File: config.mk
export PLATFORM = sky130hd
export DESIGN_NAME = blkin_seq
export DESIGN_NICKNAME = d
export VERILOG_FILES = /design/src/rtl/blkin_pkg.sv /design/src/rtl/blkin_decode.sv /design/src/rtl/blkin_ptr_step.sv /design/src/rtl/blkin_cnt_step.sv /design/src/rtl/blkin_cyc_acc.sv /design/src/rtl/blkin_seq.sv
export SDC_FILE = /design/constraint.sdc
export NUM_CORES = 1
export LEC_CHECK = 0
export CAP_MARGIN = 20
export CORE_ASPECT_RATIO = 1.75
export CORE_MARGIN = 2
export CORE_UTILIZATION = 35
export DETAILED_ROUTE_END_ITERATION = 10
export PLACE_DENSITY = 0.58
export SYNTH_ARGS = -nofsm -noshare
export SYNTH_HDL_FRONTEND = slang
export SYNTH_HIERARCHICAL = 1
export SYNTH_SLANG_ARGS = --single-unit
export TNS_END_PERCENT = 10
File: constraint.sdc
create_clock -name clk_i -period 4.5 [get_ports clk_i]
set_input_delay 0.675 -clock clk_i [delete_from_list [all_inputs] [get_ports clk_i]]
set_output_delay 0.675 -clock clk_i [all_outputs]
set_load 0.02 [all_outputs]
File: src/rtl/blkin_pkg.sv
package blkin_pkg;
  localparam logic [7:0] OP_SINGLE = 8'hA2;
  localparam logic [7:0] OP_DUAL   = 8'h84;
  localparam logic [7:0] OP_REPDN  = 8'hBA;
  localparam logic [7:0] OP_STAT   = 8'hCA;
  localparam logic [7:0] OP_REPUP  = 8'h94;

  localparam int Z_BIT = 6;
  localparam int N_BIT = 1;

  typedef struct packed {
    logic valid;
    logic rep;     // repeating variant
    logic cnt16;   // count is BC instead of B
    logic io_de;   // I/O address low half from DE
    logic io_up0;  // force upper I/O byte to zero
    logic hl_dn;   // HL steps downward
    logic c_inc;   // increment C
    logic de_inc;  // increment DE
  } attr_t;

  typedef enum logic [1:0] {S_IDLE, S_RD, S_WR, S_FIN} st_e;
endpackage

File: src/rtl/blkin_decode.sv
module blkin_decode
  import blkin_pkg::*;
(
  input  logic [7:0] op_i,
  output attr_t      attr_o
);
  always_comb begin
    attr_o = '0;
    unique case (op_i)
      OP_SINGLE: begin attr_o.valid = 1'b1; end
      OP_DUAL:   begin attr_o.valid = 1'b1; attr_o.c_inc = 1'b1; end
      OP_REPDN:  begin attr_o.valid = 1'b1; attr_o.rep = 1'b1; attr_o.hl_dn = 1'b1; end
      OP_STAT: begin
        attr_o.valid = 1'b1; attr_o.rep = 1'b1; attr_o.cnt16 = 1'b1;
        attr_o.io_de = 1'b1; attr_o.hl_dn = 1'b1;
      end
      OP_REPUP: begin
        attr_o.valid = 1'b1; attr_o.rep = 1'b1; attr_o.cnt16 = 1'b1;
        attr_o.io_de = 1'b1; attr_o.io_up0 = 1'b1; attr_o.de_inc = 1'b1;
      end
      default: attr_o = '0;
    endcase
  end
endmodule

File: src/rtl/blkin_ptr_step.sv
module blkin_ptr_step #(
  parameter int W     = 24,
  parameter int LOW_W = 16
) (
  input  logic [W-1:0] ptr_i,
  input  logic         long_i,
  input  logic         down_i,
  output logic [W-1:0] ptr_o
);
  logic [W-1:0]     full_nx;
  logic [LOW_W-1:0] low_nx;

  always_comb begin
    full_nx = down_i ? ptr_i - W'(1) : ptr_i + W'(1);
    low_nx  = down_i ? ptr_i[LOW_W-1:0] - LOW_W'(1) : ptr_i[LOW_W-1:0] + LOW_W'(1);
  end

  generate
    if (LOW_W < W) begin : g_split
      assign ptr_o = long_i ? full_nx : {ptr_i[W-1:LOW_W], low_nx};
    end else begin : g_flat
      assign ptr_o = full_nx;
    end
  endgenerate
endmodule

File: src/rtl/blkin_cnt_step.sv
module blkin_cnt_step #(
  parameter int W      = 16,
  parameter int NARROW = 8
) (
  input  logic [W-1:0] cnt_i,
  input  logic         wide_i,
  output logic [W-1:0] cnt_o,
  output logic         zero_o
);
  localparam int LO_W = W - NARROW;

  logic [W-1:0]      wide_nx;
  logic [NARROW-1:0] hi_nx;

  always_comb begin
    wide_nx = cnt_i - W'(1);
    hi_nx   = cnt_i[W-1:LO_W] - NARROW'(1);
    if (wide_i) begin
      cnt_o  = wide_nx;
      zero_o = (wide_nx == '0);
    end else begin
      cnt_o  = {hi_nx, cnt_i[LO_W-1:0]};
      zero_o = (hi_nx == '0);
    end
  end
endmodule

File: src/rtl/blkin_cyc_acc.sv
module blkin_cyc_acc #(
  parameter int W    = 18,
  parameter int STEP = 3
) (
  input  logic         clk_i,
  input  logic         rst_ni,
  input  logic         load_i,
  input  logic [W-1:0] load_val_i,
  input  logic         add_i,
  output logic [W-1:0] cnt_o
);
  always_ff @(posedge clk_i or negedge rst_ni) begin
    if (!rst_ni)     cnt_o <= '0;
    else if (load_i) cnt_o <= load_val_i;
    else if (add_i)  cnt_o <= cnt_o + W'(STEP);
  end
endmodule

File: src/rtl/blkin_seq.sv
module blkin_seq
  import blkin_pkg::*;
#(
  parameter int ADDR_W = 24,
  parameter int IO_W   = 16,
  parameter int DATA_W = 8,
  parameter int CYC_W  = 18
) (
  input  logic              clk_i,
  input  logic              rst_ni,
  input  logic              start_i,
  input  logic [7:0]        opcode_i,
  input  logic              pfx_valid_i,
  input  logic              pfx_long_i,
  input  logic              adl_i,
  input  logic [IO_W-1:0]   bc_i,
  input  logic [IO_W-1:0]   de_i,
  input  logic [ADDR_W-1:0] hl_i,
  input  logic [7:0]        uu_i,
  input  logic [7:0]        flags_i,
  output logic              bus_req_o,
  output logic              bus_we_o,
  output logic              bus_io_o,
  output logic [ADDR_W-1:0] bus_addr_o,
  output logic [DATA_W-1:0] bus_wdata_o,
  input  logic [DATA_W-1:0] bus_rdata_i,
  input  logic              bus_ack_i,
  output logic              busy_o,
  output logic              done_o,
  output logic [IO_W-1:0]   bc_o,
  output logic [IO_W-1:0]   de_o,
  output logic [ADDR_W-1:0] hl_o,
  output logic [7:0]        flags_o,
  output logic [CYC_W-1:0]  cycles_o
);
  localparam int UP_W = ADDR_W - IO_W;
  localparam int C_W  = IO_W / 2;
  localparam logic [CYC_W-1:0] BASE_REP = CYC_W'(2);
  localparam logic [CYC_W-1:0] BASE_ONE = CYC_W'(5);

  st_e   state_q;
  attr_t attr_d, attr_q;
  logic  long_q;
  logic [IO_W-1:0]   bc_q, de_q, bc_nx, bc_upd, de_nx;
  logic [ADDR_W-1:0] hl_q, hl_nx, io_addr;
  logic [7:0]        uu_q, fl_q, fl_nx;
  logic [DATA_W-1:0] data_q;
  logic              cnt_zero, accept, mode_long, wr_done, last;
  logic [CYC_W-1:0]  cyc_base;
  logic              io_up0_w;

  blkin_decode u_dec (.op_i(opcode_i), .attr_o(attr_d));

  blkin_cnt_step #(.W(IO_W), .NARROW(IO_W - C_W)) u_cnt (
    .cnt_i(bc_q), .wide_i(attr_q.cnt16), .cnt_o(bc_nx), .zero_o(cnt_zero)
  );

  blkin_ptr_step #(.W(ADDR_W), .LOW_W(IO_W)) u_hl (
    .ptr_i(hl_q), .long_i(long_q), .down_i(attr_q.hl_dn), .ptr_o(hl_nx)
  );

  assign mode_long = pfx_valid_i ? pfx_long_i : adl_i;
  assign accept    = (state_q == S_IDLE) && start_i && attr_d.valid;
  assign wr_done   = (state_q == S_WR) && bus_ack_i;
  assign last      = !attr_q.rep || cnt_zero;
  assign io_up0_w  = attr_q.io_up0;

  always_comb begin
    bc_upd = bc_nx;
    if (attr_q.c_inc) bc_upd[C_W-1:0] = bc_q[C_W-1:0] + C_W'(1);
    de_nx = attr_q.de_inc ? de_q + IO_W'(1) : de_q;
    fl_nx = fl_q;
    fl_nx[Z_BIT] = cnt_zero;
    fl_nx[N_BIT] = data_q[DATA_W-1];
    io_addr = {(attr_q.io_up0 ? UP_W'(0) : UP_W'(uu_q)),
               (attr_q.io_de ? de_q : bc_q)};
    cyc_base = (attr_d.rep ? BASE_REP : BASE_ONE) + CYC_W'(pfx_valid_i);
  end

  blkin_cyc_acc #(.W(CYC_W), .STEP(3)) u_cyc (
    .clk_i(clk_i), .rst_ni(rst_ni), .load_i(accept), .load_val_i(cyc_base),
    .add_i(wr_done && attr_q.rep), .cnt_o(cycles_o)
  );

  always_ff @(posedge clk_i or negedge rst_ni) begin
    if (!rst_ni) begin
      state_q <= S_IDLE;
      attr_q  <= '0;
      long_q  <= 1'b0;
      bc_q    <= '0;
      de_q    <= '0;
      hl_q    <= '0;
      uu_q    <= '0;
      fl_q    <= '0;
      data_q  <= '0;
    end else begin
      unique case (state_q)
        S_IDLE: if (accept) begin
          attr_q  <= attr_d;
          long_q  <= mode_long;
          bc_q    <= bc_i;
          de_q    <= de_i;
          hl_q    <= hl_i;
          uu_q    <= uu_i;
          fl_q    <= flags_i;
          state_q <= S_RD;
        end
        S_RD: if (bus_ack_i) begin
          data_q  <= bus_rdata_i;
          state_q <= S_WR;
        end
        S_WR: if (bus_ack_i) begin
          bc_q    <= bc_upd;
          de_q    <= de_nx;
          hl_q    <= hl_nx;
          fl_q    <= fl_nx;
          state_q <= last ? S_FIN : S_RD;
        end
        S_FIN:   state_q <= S_IDLE;
        default: state_q <= S_IDLE;
      endcase
    end
  end

  assign bus_req_o   = (state_q == S_RD) || (state_q == S_WR);
  assign bus_we_o    = (state_q == S_WR);
  assign bus_io_o    = (state_q == S_RD);
  assign bus_addr_o  = (state_q == S_RD) ? io_addr : hl_q;
  assign bus_wdata_o = data_q;
  assign busy_o      = (state_q != S_IDLE);
  assign done_o      = (state_q == S_FIN);
  assign bc_o        = bc_q;
  assign de_o        = de_q;
  assign hl_o        = hl_q;
  assign flags_o     = fl_q;
endmodule

Yosys cells after proc, flatten, opt, wreduce, memory -nomap -nowiden --
Index checks and enable logic that the tools add are counted.
Operators by class: $add $sub $neg 10, reductions and logical operators 25, bitwise operators 1, equal/unequal tests 14, muxes and demuxes 37
Operators by type and width (count):
- $mux W16 | 8
- $mux W24 | 5
- $pmux W16 S2 | 2
- $pmux W24 S2 | 1
- $eq A8 B8 Y1 const B | 5
- $mux W18 | 2
- $add A16 B1 Y16 const B | 2
- $sub A16 B1 Y16 const B | 2
- $add A24 B1 Y24 const B | 1
- $mux W8 | 3
- $sub A24 B1 Y24 const B | 1
- $add A18 B2 Y18 const B | 1
- $logic_not A16 Y1 | 1
- $pmux W8 S2 | 1
- $reduce_and A4 Y1 | 3
- $mux W2 | 5
- $reduce_and A3 Y1 | 3
- $add A8 B1 Y8 const B | 1
- $logic_not A8 Y1 | 1
- $ne A2 B1 Y1 const B | 4
- $pmux W2 S4 | 1
- $sub A8 B1 Y8 const B | 1
- $mux W1 | 7
- $mux W7 | 1
- 16 further kinds | 25
Word-level totals: output and inout bits 119, register bits after elaboration 107, input bits 95, logic and storage cells 105

Logic depth before layout (Yosys ltp) --
Gate-level depths: netlist of the first run.
depth after elaboration 7, depth in mapped cells 11, depth with buffers taken out 11

Modules after synthesis --
Netlist of the first run, hierarchy kept.
By module, submodules not included:
- blkin_seq | times used 1, cells each 535, area an instance 4988.5 um^2, seq. area each 2252.2 um^2
- blkin_ptr_step | times used 1, cells each 188, area an instance 1351.3 um^2, seq. area each 0.0 um^2
- blkin_cyc_acc | times used 1, cells each 117, area an instance 1039.7 um^2, seq. area each 450.4 um^2
- blkin_cnt_step | times used 1, cells each 79, area an instance 605.6 um^2, seq. area each 0.0 um^2
- blkin_decode | times used 1, cells each 25, area an instance 201.4 um^2, seq. area each 0.0 um^2

Least setup slack after synthesis of the first run --
Ideal clock, no wire load.
path type reg-to-reg, start reg attr_q[2] in the netlist's numbering, end reg hl_q[21], in the netlist hl_o[21], data arrival time 2891 ps, setup time 133 ps, data required time 4367 ps, path buffers 0, period minus slack after synthesis 3024 ps, path slack 1476 ps, stages on the path, launching flop included 11, cells stage by stage dfrtp_1 > ha_1 > a21oi_4 > nand2_2 > a221o_1 > o211ai_2 > a2111oi_1 > or4_1 > a31o_1 > mux2i_1 > o21ai_0
On the way: word-level cells in the longest chain between the ends 4
RTL lines:
- from (decl) | line blkin_seq.sv:42 | attr_t attr_d, attr_q;
- from (signal assigned) | line blkin_seq.sv:99 | attr_q <= attr_d;
- $mux W24 | line blkin_ptr_step.sv:14 | full_nx = down_i ? ptr_i - W'(1) : ptr_i + W'(1);
- $mux W24 | line blkin_ptr_step.sv:20 | assign ptr_o = long_i ? full_nx : {ptr_i[W-1:LOW_W], low_nx};
- via hl_nx[21] | line blkin_seq.sv:45 | logic [ADDR_W-1:0] hl_q, hl_nx, io_addr;
- $mux W24 | line blkin_seq.sv:112 | S_WR: if (bus_ack_i) begin
- $pmux W24 S2 | line blkin_seq.sv:97 | unique case (state_q)
- to (signal assigned) | line blkin_seq.sv:103 | hl_q <= hl_i;
- to (signal assigned) | line blkin_seq.sv:115 | hl_q <= hl_nx;
- to (decl) | line blkin_seq.sv:45
The timed path passes the listed nets, and every way through them passes these cells. The select of a mux whose other input is x is not followed. A chain may end at the register's enable or synchronous reset.

Final worst setup path of the first run --
Same ends and word-level chain as after synthesis.

==> results of run 1 <==
-- power groups by stage --
stage	logic, uW	clock network (uW)	registers (uW)
2_1_floorplan	2200	0	2120
3_3_place_gp	4130	0	1960
5_1_grt	4510	929	2010
4_1_cts	4190	895	1940
3_5_place_dp	4170	0	1960
6_report	4170	879	1940
-- worst max-delay path by stage --
stage / start / to / slack, ns
4_1_cts: attr_q[2] / hl_o[21] / 1.14
3_5_place_dp: opcode_i[6] / hl_o[11] / 1.04
6_report: attr_q[2] / hl_o[21] / 1.16
5_1_grt: attr_q[2] / hl_o[21] / 0.90
3_3_place_gp: opcode_i[6] / bc_o[5] / 1.11
2_1_floorplan: attr_q[2] / hl_o[21] / 1.48
-- cell families (layout without fill, tap and decap cells) --
logic type / Yosys count / count (layout) / synth area share
AO/OA/AOI/OAI: 246 / 246 / 0.198
XOR/XNOR: 47 / 47 / 0.0503
adder cells (fa/ha/maj): 36 / 36 / 0.0559
buffers and inverters: 93 / 281 / 0.0466
flip-flops: 108 / 108 / 0.330
multiplexers: 87 / 87 / 0.111
other: 1 / 16 / 0.000458
AND/OR/NAND/NOR: 326 / 326 / 0.208
-- stage by stage --
step	utilization	instances
final	0.473	1451
after floorplan	-	958
after global placement	0.460	1435
after detailed placement	0.460	1435
after global routing	0.473	1451
after CTS	0.473	1450
-- final cells by class --
| cell class | instances | area share |
|---|---|---|
| repair buffers | 226 | 0.204 |
| clock buffers | 11 | 0.0212 |
| clock inverters | 4 | 0.00685 |
| multi-input cells | 757 | 0.472 |
| flip-flops and latches | 108 | 0.247 |
| diodes | 1 | 0.000228 |
| well taps | 304 | 0.0347 |
| inverters | 40 | 0.0137 |
-- metal layers --
| metal | part of all wire | global-route usage | vias to the layer above |
|---|---|---|---|
| met3 | 0.039 | 0.0326 | 32 |
| met2 | 0.54 | 0.413 | 205 |
| met4 | 0.022 | 0.0714 | 0 |
| met1 | 0.40 | 0.253 | 3757 |
| met5 | 0 | 0 | - |
| li1 | - | - | 3813 |
-- state kept, by name, indices dropped and copies added (netlist names) --
register / flops
hl_o: 24
state_q: 2
bc_o: 16
attr_q: 6
de_o: 16
flags_o: 8
bus_wdata_o: 8
long_q: 1
io_up0_w: 1
uu_q: 8
u_cyc/cnt_o: 18
-- cells in the final DEF, fill, tap and decap left out, types with 15 or more instances in the layout --
master / n
o21ai_0: 85
nand3_1: 29
clkdlybuf4s50_1: 212
nor2_1: 53
xnor2_1: 34
mux2_2: 29
mux2i_1: 58
dfrtp_1: 108
nor3_1: 17
a21oi_1: 54
inv_1: 39
nand2_1: 118
ha_1: 34
a21o_1: 16
conb_1: 15
==> results.ini, run 1 <==
[place]
gp_congestion=0.888
port_buffers=213
dp_slack_ns=1.04
placed_area_um2=10600
dpl.hpwl_um=21000

[die]
coreArea_um2=23100
ioPinCount=214
start_util=0.354
fp.dieW_um=120
rows=74
die_h_um=206
die-area_um2=24700

[detailed_routing]
routedWlPerCell_um=19.0
vias_per_cell=5.38
drt_iter0_drc=384
first_pass_iters=5
ant_nets=0
wl_um=27600
drc=0
via_count=7807

[worst_setup_path]
path_max_fanout=13
cp_slowest_stage_delay_ns=0.70
worstReg2RegStart=attr_q[2]
crit_path_start_kind=flop
critical_path_class=flop to flop
crit_arrival_ns=3.55
r2r_setup_slack_ns=1.16
r2r_end=hl_o[21]
crit_family=compound AO/OA/AOI/OAI gates
cp.depth=9
r2r_cells=9
worst-path-buf-inv=0
cp-end-kind=flop
cp_cell_sequence=ha_1, and4_1, a221o_1, o211ai_2, a2111oi_1, or4_1, a31o_1, mux2i_1, o21ai_0
slowest_stage=dfrtp_1
required_ns=4.71

[timing]
fin_skew_ns=0.0122
period_minus_slack_ns=3.34
fmax_mhz=299
worstMarginPinSlew_ns=0.912
slew_violations=0
post-route-period-util=0.743
maxSlewHeadroom=0.392
fin_setup_tns_ns=0
timing.final.ws_setup_ns=1.16
rsz0062_at_grt=false
hold_viol=0
timing.hold.ws_ns=0.409
setup_viol=0

[power]
comb_power_share=0.596
p_int_uw=3690
powerDensity_nw_per_um2=638
p_switching_uw=3300
p_clk_frac=0.126
swShare=0.472
vdd_ir_drop_max_uv=441
p_seq_frac=0.278
p_leak_uw=0.00452
p_total_uw=6990

[final_layout]
multi_input_area_um2=5170
fin_nets=1273
drive_gt1_frac=0.0733
num-fill-cells=2289
regArea_um2=2700
design_area_um2=11000
area_growth_pct=33.8

[global_route]
grt_use_total=0.220
grt_pass1_vias=7623
grt_pass1_wl_um=42800
grt_max_degree=64
antenna_found_initial=1
grt_overflow_total=0

[cts]
hold_buffers=0
cts_num_sinks=108
cts_buffers=9
cts_max_path_buffers=2
cts_root_buffer=clkbuf_16
clock_latency_ns=0.37
cts_tree=done
cts_resized=0
clk_pin_slew_ns=0.07
htreeDepth=3
post_cts_buffers=0

[logic_synthesis]
synth.ff_latch_count=108
async_reset_ff_frac=1.00
ys_warn_count=6
synth_cells=944
synth_edf_count=0
seq_area_frac_synth=0.330
ys_top_cells_by_area=dfrtp_1 (33%), mux2i_1 (7.1%), nand2_1 (5.5%)
yosys-top-cells-count=nand2_1 (119), dfrtp_1 (108), o21ai_0 (85)
yosys.cell_count.top_type=nand2_1
avgSynthCellArea_um2=8.67
synth_top_area_frac=0.330
synth_ff_type=dfrtp_1
yosysUniqueCellTypes=88
netlist_area_um2=8190
yosysTopAreaCell=dfrtp_1

[min_path]
min_path_type=input pin to async pin

[flow_run]
cap_violations=0

[status]
run_status=completed

(Power assumes the default switching activity.)
==> run 2, diff against run 1 <==
--- a/config.mk
+++ b/config.mk
@@ -10,7 +10,7 @@
 export CORE_MARGIN = 2
 export CORE_UTILIZATION = 35
 export DETAILED_ROUTE_END_ITERATION = 10
-export PLACE_DENSITY = 0.58
+export PLACE_DENSITY = 0.6
 export SYNTH_ARGS = -nofsm -noshare
 export SYNTH_HDL_FRONTEND = slang
 export SYNTH_HIERARCHICAL = 1
==> constraint.sdc (replaced) <==
create_clock -name clk_i -period 2.95 [get_ports clk_i]
set_input_delay 0.4425 -clock clk_i [delete_from_list [all_inputs] [get_ports clk_i]]
set_output_delay 0.4425 -clock clk_i [all_outputs]
set_load 0.02 [all_outputs]
==> run 2 against run 1 <==
Clock skew barely moved; non-clock buffer count is 59 higher; hold slack lost 0.30 ns; global-route usage grew 0.32 points; clock power grew 41%; flip-flop and latch count is the same; final cell count up 4.2%; routed wire length rose by 2.0%; via count grew 3.3%; highest routed layer unchanged; critical path type unchanged; design area is 4.8% higher; largest power group unchanged; worst setup slack got worse by 1.1 ns; combinational power is 67% higher.
==> results.ini, run 2 (synthesis gave the netlist of run 1 again) <==
[status]
run_status=completed  ; unchanged

[final_layout]
mostFrequentLayoutCells=clkdlybuf4s50_1 (212), nand2_1 (118), dfrtp_1 (107)  ; was clkdlybuf4s50_1 (212), nand2_1 (118), dfrtp_1 (108)
fin_nets=1332  ; was 1273
fin_util=0.496  ; was 0.473
largest_reg_flops=24  ; unchanged
drive_gt1_frac=0.130  ; was 0.0733
num-fill-cells=2252  ; was 2289
area_growth_pct=40.2  ; was 33.8%
instances_no_fill=1512  ; was 1451
layout_commonest_cell=clkdlybuf4s50_1  ; unchanged

[cts]
cts_buffers=9  ; unchanged
clock_latency_ns=0.37  ; about the same
clk_pin_slew_ns=0.08  ; was 0.07 ns
cts_max_path_buffers=2  ; unchanged
cts_tree=done  ; unchanged
hold_buffers=0  ; unchanged
cts_root_buffer=clkbuf_16  ; unchanged
htreeDepth=3  ; unchanged
cts_num_sinks=108  ; unchanged

[power]
p_int_uw=5820  ; was 3690 uW
p_switching_uw=5130  ; was 3300 uW
vdd_ir_drop_max_uv=577  ; was 441 uV
comb_power_share=0.636  ; was 0.596
swShare=0.469  ; was 0.472
p_leak_uw=0.00483  ; was 0.00452 uW
p_clk_frac=0.113  ; was 0.126
powerDensity_nw_per_um2=954  ; was 638 nW/um^2
p_seq_frac=0.251  ; was 0.278

[detailed_routing]
wl_um=28100  ; was 27600 um
drc=0  ; unchanged
drt_iter0_drc=369  ; was 384
ant_nets=0  ; unchanged
routedWlPerCell_um=18.6  ; was 19.0 um
via_count=8067  ; was 7807
vias_per_cell=5.34  ; was 5.38
first_pass_iters=5  ; unchanged

[timing]
fin_skew_ns=0.0126  ; was 0.0122 ns
period_minus_slack_ns=2.85  ; was 3.34 ns
hold_viol=0  ; unchanged
fmax_mhz=351  ; was 299 MHz
rsz0062_at_grt=true  ; was false
setup_viol=0  ; unchanged
worstMarginPinSlew_ns=0.766  ; was 0.912 ns
post-route-period-util=0.967  ; was 0.743
timing.final.ws_setup_ns=0.0970  ; was 1.16 ns
maxSlewHeadroom=0.488  ; was 0.392
fin_setup_tns_ns=0  ; unchanged
slew_violations=0  ; unchanged
timing.hold.ws_ns=0.112  ; was 0.409 ns

[worst_setup_path]
cp-end-kind=flop  ; unchanged
required_ns=3.20  ; was 4.71 ns
critical_path_class=flop to flop  ; unchanged
path_max_fanout=7  ; was 13
crit_arrival_ns=3.10  ; was 3.55 ns
crit_path_start_kind=flop  ; unchanged

[min_path]
min_path_type=input pin to async pin  ; unchanged

[die]
rows=74  ; unchanged
coreArea_um2=23100  ; unchanged
start_util=0.354  ; unchanged
fp.dieW_um=120  ; unchanged
die-area_um2=24700  ; unchanged
die_h_um=206  ; unchanged
ioPinCount=214  ; unchanged

[flow_run]
cap_violations=0  ; unchanged

[place]
dpl.hpwl_um=21900  ; was 21000 um
gp_congestion=0.915  ; was 0.888
port_buffers=213  ; unchanged
dp_slack_ns=-0.0154  ; was 1.04 ns
placedCellCount=1489  ; was 1435

[global_route]
grt_overflow_total=0  ; unchanged
grt_pass1_wl_um=42900  ; was 42800 um
grt_pass1_vias=7886  ; was 7623
grt_use_total=0.223  ; was 0.220
grt_max_degree=48  ; was 64
antenna_found_initial=2  ; was 1

-- run 2: changes by cell type in the layout (fill, tap and decap cells not counted), sizes merged --
cell and delta:
buf +59, bufinv -2, clkinv +2, clkbuf +1, clkinvlp -1, diode +1, inv +1
-- run 2: final timing paths --
kind	startpoint	endpoint	slack (ns)	depth (start not counted)
worst max-delay path	attr_q[2]	hl_o[21]	0.1	10
worst min-delay path	rst_ni	hl_o[1]	0.11	1
worst max register to register	attr_q[2]	hl_o[21]	0.1	10
worst min register to register	flags_o[2]	flags_o[2]	0.48	2
max in group asynchronous	rst_ni	flags_o[2]	2.03	2
min in group clk_i	flags_o[2]	flags_o[2]	0.48	2
-- run 2: layout make-up --
type / instances / area [um^2] / area share
clock inverter: 4 / 32.5 / 0.00283
antenna: 2 / 5.00 / 0.000436
sequential: 108 / 2700 / 0.236
multi-input combinational: 757 / 5230 / 0.455
tap: 304 / 380 / 0.0331
timing repair buffer: 285 / 2720 / 0.237
inverter: 40 / 150 / 0.0131
clock buffer: 12 / 256 / 0.0223
-- run 2: power by group through the flow --
stage,logic [uW],clock network (uW),registers (uW)
after floorplan,3360,0,3230
after global placement,6890,0,2750
after detailed placement,6950,0,2770
after CTS,6990,1280,2750
after global routing,7530,1330,2850
final,6960,1240,2750
-- run 2: what timing repair did --
action,4_1_cts,5_1_grt
setup buffers,0,5
setup endpoints to repair,3,12
pin swaps,0,6
endpoints found under the hold margin,0,0
gates resized for setup,2,14
-- run 2: stage by stage --
stage	power [uW]	area [um^2]
5_1_grt	11700	11500
6_report	11000	11500
2_1_floorplan	6590	8240
4_1_cts	11000	11400
3_5_place_dp	9720	11100
3_3_place_gp	9640	11100
-- run 2: worst max-delay path, stage by stage (launching register included) --
cell and delay [ns]:
dfrtp_2 0.47, buf_4 0.20, ha_1 0.30, and4_4 0.19, a221o_1 0.35, o211ai_2 0.21, a2111oi_2 0.11, or4_1 0.48
a31o_1 0.22, mux2i_1 0.12, o21ai_0 0.09
-- run 2: routing by layer --
metal | track usage | vias up | routed length, um
met2 | 0.422 | 191 | 15400
met4 | 0.0975 | 0 | 878
met5 | 0 | - | 0
li1 | - | 3941 | -
met3 | 0.0246 | 42 | 1080
met1 | 0.249 | 3893 | 10700
==> run 3, diff against run 2 <==
--- a/config.mk
+++ b/config.mk
@@ -10,7 +10,7 @@
 export CORE_MARGIN = 2
 export CORE_UTILIZATION = 35
 export DETAILED_ROUTE_END_ITERATION = 10
-export PLACE_DENSITY = 0.6
+export PLACE_DENSITY = 0.58
 export SYNTH_ARGS = -nofsm -noshare
 export SYNTH_HDL_FRONTEND = slang
 export SYNTH_HIERARCHICAL = 1
==> constraint.sdc (replaced) <==
create_clock -name clk_i -period 2.7 [get_ports clk_i]
set_input_delay 0.405 -clock clk_i [delete_from_list [all_inputs] [get_ports clk_i]]
set_output_delay 0.405 -clock clk_i [all_outputs]
set_load 0.02 [all_outputs]
==> run 3 against run 2 <==
Die area unchanged; routed wire length grew 2.6%; the run now ends with setup timing left; highest routed layer unchanged; critical endpoint unchanged; clock-buffer cell count is the same.
==> results.ini, run 3 (synthesis gave the netlist of run 1 again) <==
[global_route]
grt_overflow_total=0  ; unchanged
grt_pass1_wl_um=44000  ; was 42900 um
antenna_found_initial=0  ; was 2
grt_use_total=0.231  ; was 0.223
grt_pass1_vias=7958  ; was 7886
grt_max_degree=55  ; was 48

[status]
run_status=finished with violations  ; was completed
violations=setup timing

[worst_setup_path]
critical_path_class=flop to flop  ; unchanged
worstReg2RegStart=attr_q[2]  ; unchanged
slowest_stage=dfrtp_4  ; was or4_1
worst-path-buf-inv=2  ; was 1
crit_family=compound AO/OA/AOI/OAI gates  ; unchanged
crit_path_start_kind=flop  ; unchanged
cp-end-kind=flop  ; unchanged
cp_slowest_stage_delay_ns=0.51  ; was 0.48 ns
r2r_end=hl_o[21]  ; unchanged
cp_cell_sequence=buf_6, ha_1, a21oi_2, nand4b_1, a21oi_2, buf_4, o211ai_4, a2111oi_4, or4_1, a31o_1, mux2i_1, o21ai_1  ; was buf_4, ha_1, and4_4, a221o_1, o211ai_2, a2111oi_2, or4_1, a31o_1, mux2i_1, o21ai_0
r2r_cells=12  ; was 10
crit_top_cell=a21oi_2
cp.depth=12  ; was 10
path_max_fanout=6  ; was 7
startpoint=attr_q[2]  ; unchanged
r2r_setup_slack_ns=-0.12  ; was 0.1 ns
required_ns=2.96  ; was 3.20 ns
crit_arrival_ns=3.08  ; was 3.10 ns

[detailed_routing]
vias_per_cell=5.22  ; was 5.34
wl_um=28800  ; was 28100 um
drc=0  ; unchanged
first_pass_iters=4  ; was 5
drt_iter0_drc=307  ; was 369
via_count=8117  ; was 8067
routedWlPerCell_um=18.5  ; was 18.6 um
ant_nets=0  ; unchanged

[final_layout]
instances_no_fill=1555  ; was 1512
regArea_um2=2710  ; was 2700 um^2
mostFrequentLayoutCells=clkdlybuf4s50_1 (202), nand2_1 (118), buf_4 (111)  ; was clkdlybuf4s50_1 (212), nand2_1 (118), dfrtp_1 (107)
fin_nets=1377  ; was 1332
largest_reg_flops=24  ; unchanged
multi_input_area_um2=5390  ; was 5230 um^2
n_antenna_cell=0  ; was 2
layout_commonest_cell=clkdlybuf4s50_1  ; unchanged
area_growth_pct=46.9  ; was 40.2%
drive_gt1_frac=0.177  ; was 0.130
num-fill-cells=2196  ; was 2252

[timing]
post-route-period-util=1.04  ; was 0.967
worstMarginPinSlew_ns=0.809  ; was 0.766 ns
hold_viol=0  ; unchanged
maxSlewHeadroom=0.461  ; was 0.488
period_minus_slack_ns=2.82  ; was 2.85 ns
slew_violations=0  ; unchanged
fmax_mhz=355  ; was 351 MHz
timing.hold.ws_ns=0.127  ; was 0.112 ns
rsz0062_at_grt=true  ; unchanged
timing.final.ws_setup_ns=-0.117  ; was 0.0970 ns
setup_viol=7  ; was 0
fin_skew_ns=0.00982  ; was 0.0126 ns

[cts]
clock_latency_ns=0.37  ; about the same
cts_num_sinks=108  ; unchanged
htreeDepth=3  ; unchanged
cts_root_buffer=clkbuf_16  ; unchanged
cts_tree=done  ; unchanged
clk_pin_slew_ns=0.08  ; about the same
cts_buffers=9  ; unchanged
cts_max_path_buffers=2  ; unchanged

[power]
vdd_ir_drop_max_uv=511  ; was 577 uV
powerDensity_nw_per_um2=1030  ; was 954 nW/um^2
p_total_uw=12400  ; was 11000 uW
p_leak_uw=0.00516  ; was 0.00483 uW

[die]
rows=74  ; unchanged
die-area_um2=24700  ; unchanged
ioPinCount=214  ; unchanged
coreArea_um2=23100  ; unchanged
fp.dieW_um=120  ; unchanged
start_util=0.354  ; unchanged
die_h_um=206  ; unchanged

[min_path]
min_path_type=input pin to async pin  ; unchanged

[place]
placedCellCount=1535  ; was 1489
port_buffers=213  ; unchanged
gp_congestion=0.917  ; was 0.915
dpl.hpwl_um=22200  ; was 21900 um

[flow_run]
cap_violations=0  ; unchanged

==> run 3: cell count changes in the layout (fill, tap and decap cells not counted), moves of 2 or more <==
cell             previous run  this run
dlymetal6s2s_1              0        10
buf_4                      68       111
diode_2                     2         0
buf_12                      4         6
clkdlybuf4s50_1           212       202
a21oi_1                    53        49
a21oi_2                     2         6
ha_1                       32        22
ha_4                        2        10
o21ai_1                     1         3
ha_2                        1         3
o21ai_0                    84        81
==> run 3: routing by layer <==
metal / share of wire / track usage / up-vias
li1: - / - / 4035
met1: 0.39 / 0.253 / 3862
met2: 0.56 / 0.447 / 185
met3: 0.031 / 0.0317 / 35
met4: 0.025 / 0.0819 / 0
met5: 0 / 0 / -
==> run 3: layout make-up <==
type                            count  area share
Tap cell                          304      0.0316
Clock buffer                       12      0.0205
Multi-Input combinational cell    757       0.448
Inverter                           40      0.0127
Timing Repair Buffer              330       0.259
Sequential cell                   108       0.225
Clock inverter                      4     0.00271
==> run 3: timing repair <==
item,CTS,global route
endpoints found under the setup margin,17,21
hold buffers,0,0
setup buffers,2,2
pin swaps,7,6
gates resized for setup,10,31
==> run 3: worst max path at each step <==
stage                to
2_1_floorplan  hl_o[22]
3_5_place_dp   hl_o[21]
5_1_grt        hl_o[21]
3_3_place_gp   hl_o[21]
4_1_cts        hl_o[21]
6_report       hl_o[21]
==> run 3: stage by stage <==
stage           util  setup WS [ns]  TNS, ns  area [um^2]
6_report       0.519         -0.117   -0.443        12000
5_1_grt        0.519         -0.228    -1.31        12000
3_3_place_gp   0.499         -0.143   -0.853        11600
4_1_cts        0.514         -0.116   -0.623        11900
2_1_floorplan      -        -0.0249  -0.0543         8360
3_5_place_dp   0.499         -0.153    -1.22        11600
==> run 3: worst reg2reg max path, cell delays in order, from the launching register on <==
cell	delay (ns)
dfrtp_4	0.51
buf_6	0.16
ha_1	0.30
a21oi_2	0.16
nand4b_1	0.19
a21oi_2	0.08
buf_4	0.16
o211ai_4	0.24
a2111oi_4	0.11
or4_1	0.40
a31o_1	0.22
mux2i_1	0.12
o21ai_1	0.07
==> run 3: power by group <==
group / switching (uW) / internal [uW] / total [uW]
clock network: 674 / 659 / 1330
logic: 4300 / 3760 / 8060
registers: 781 / 2200 / 2980
total: 5760 / 6620 / 12400
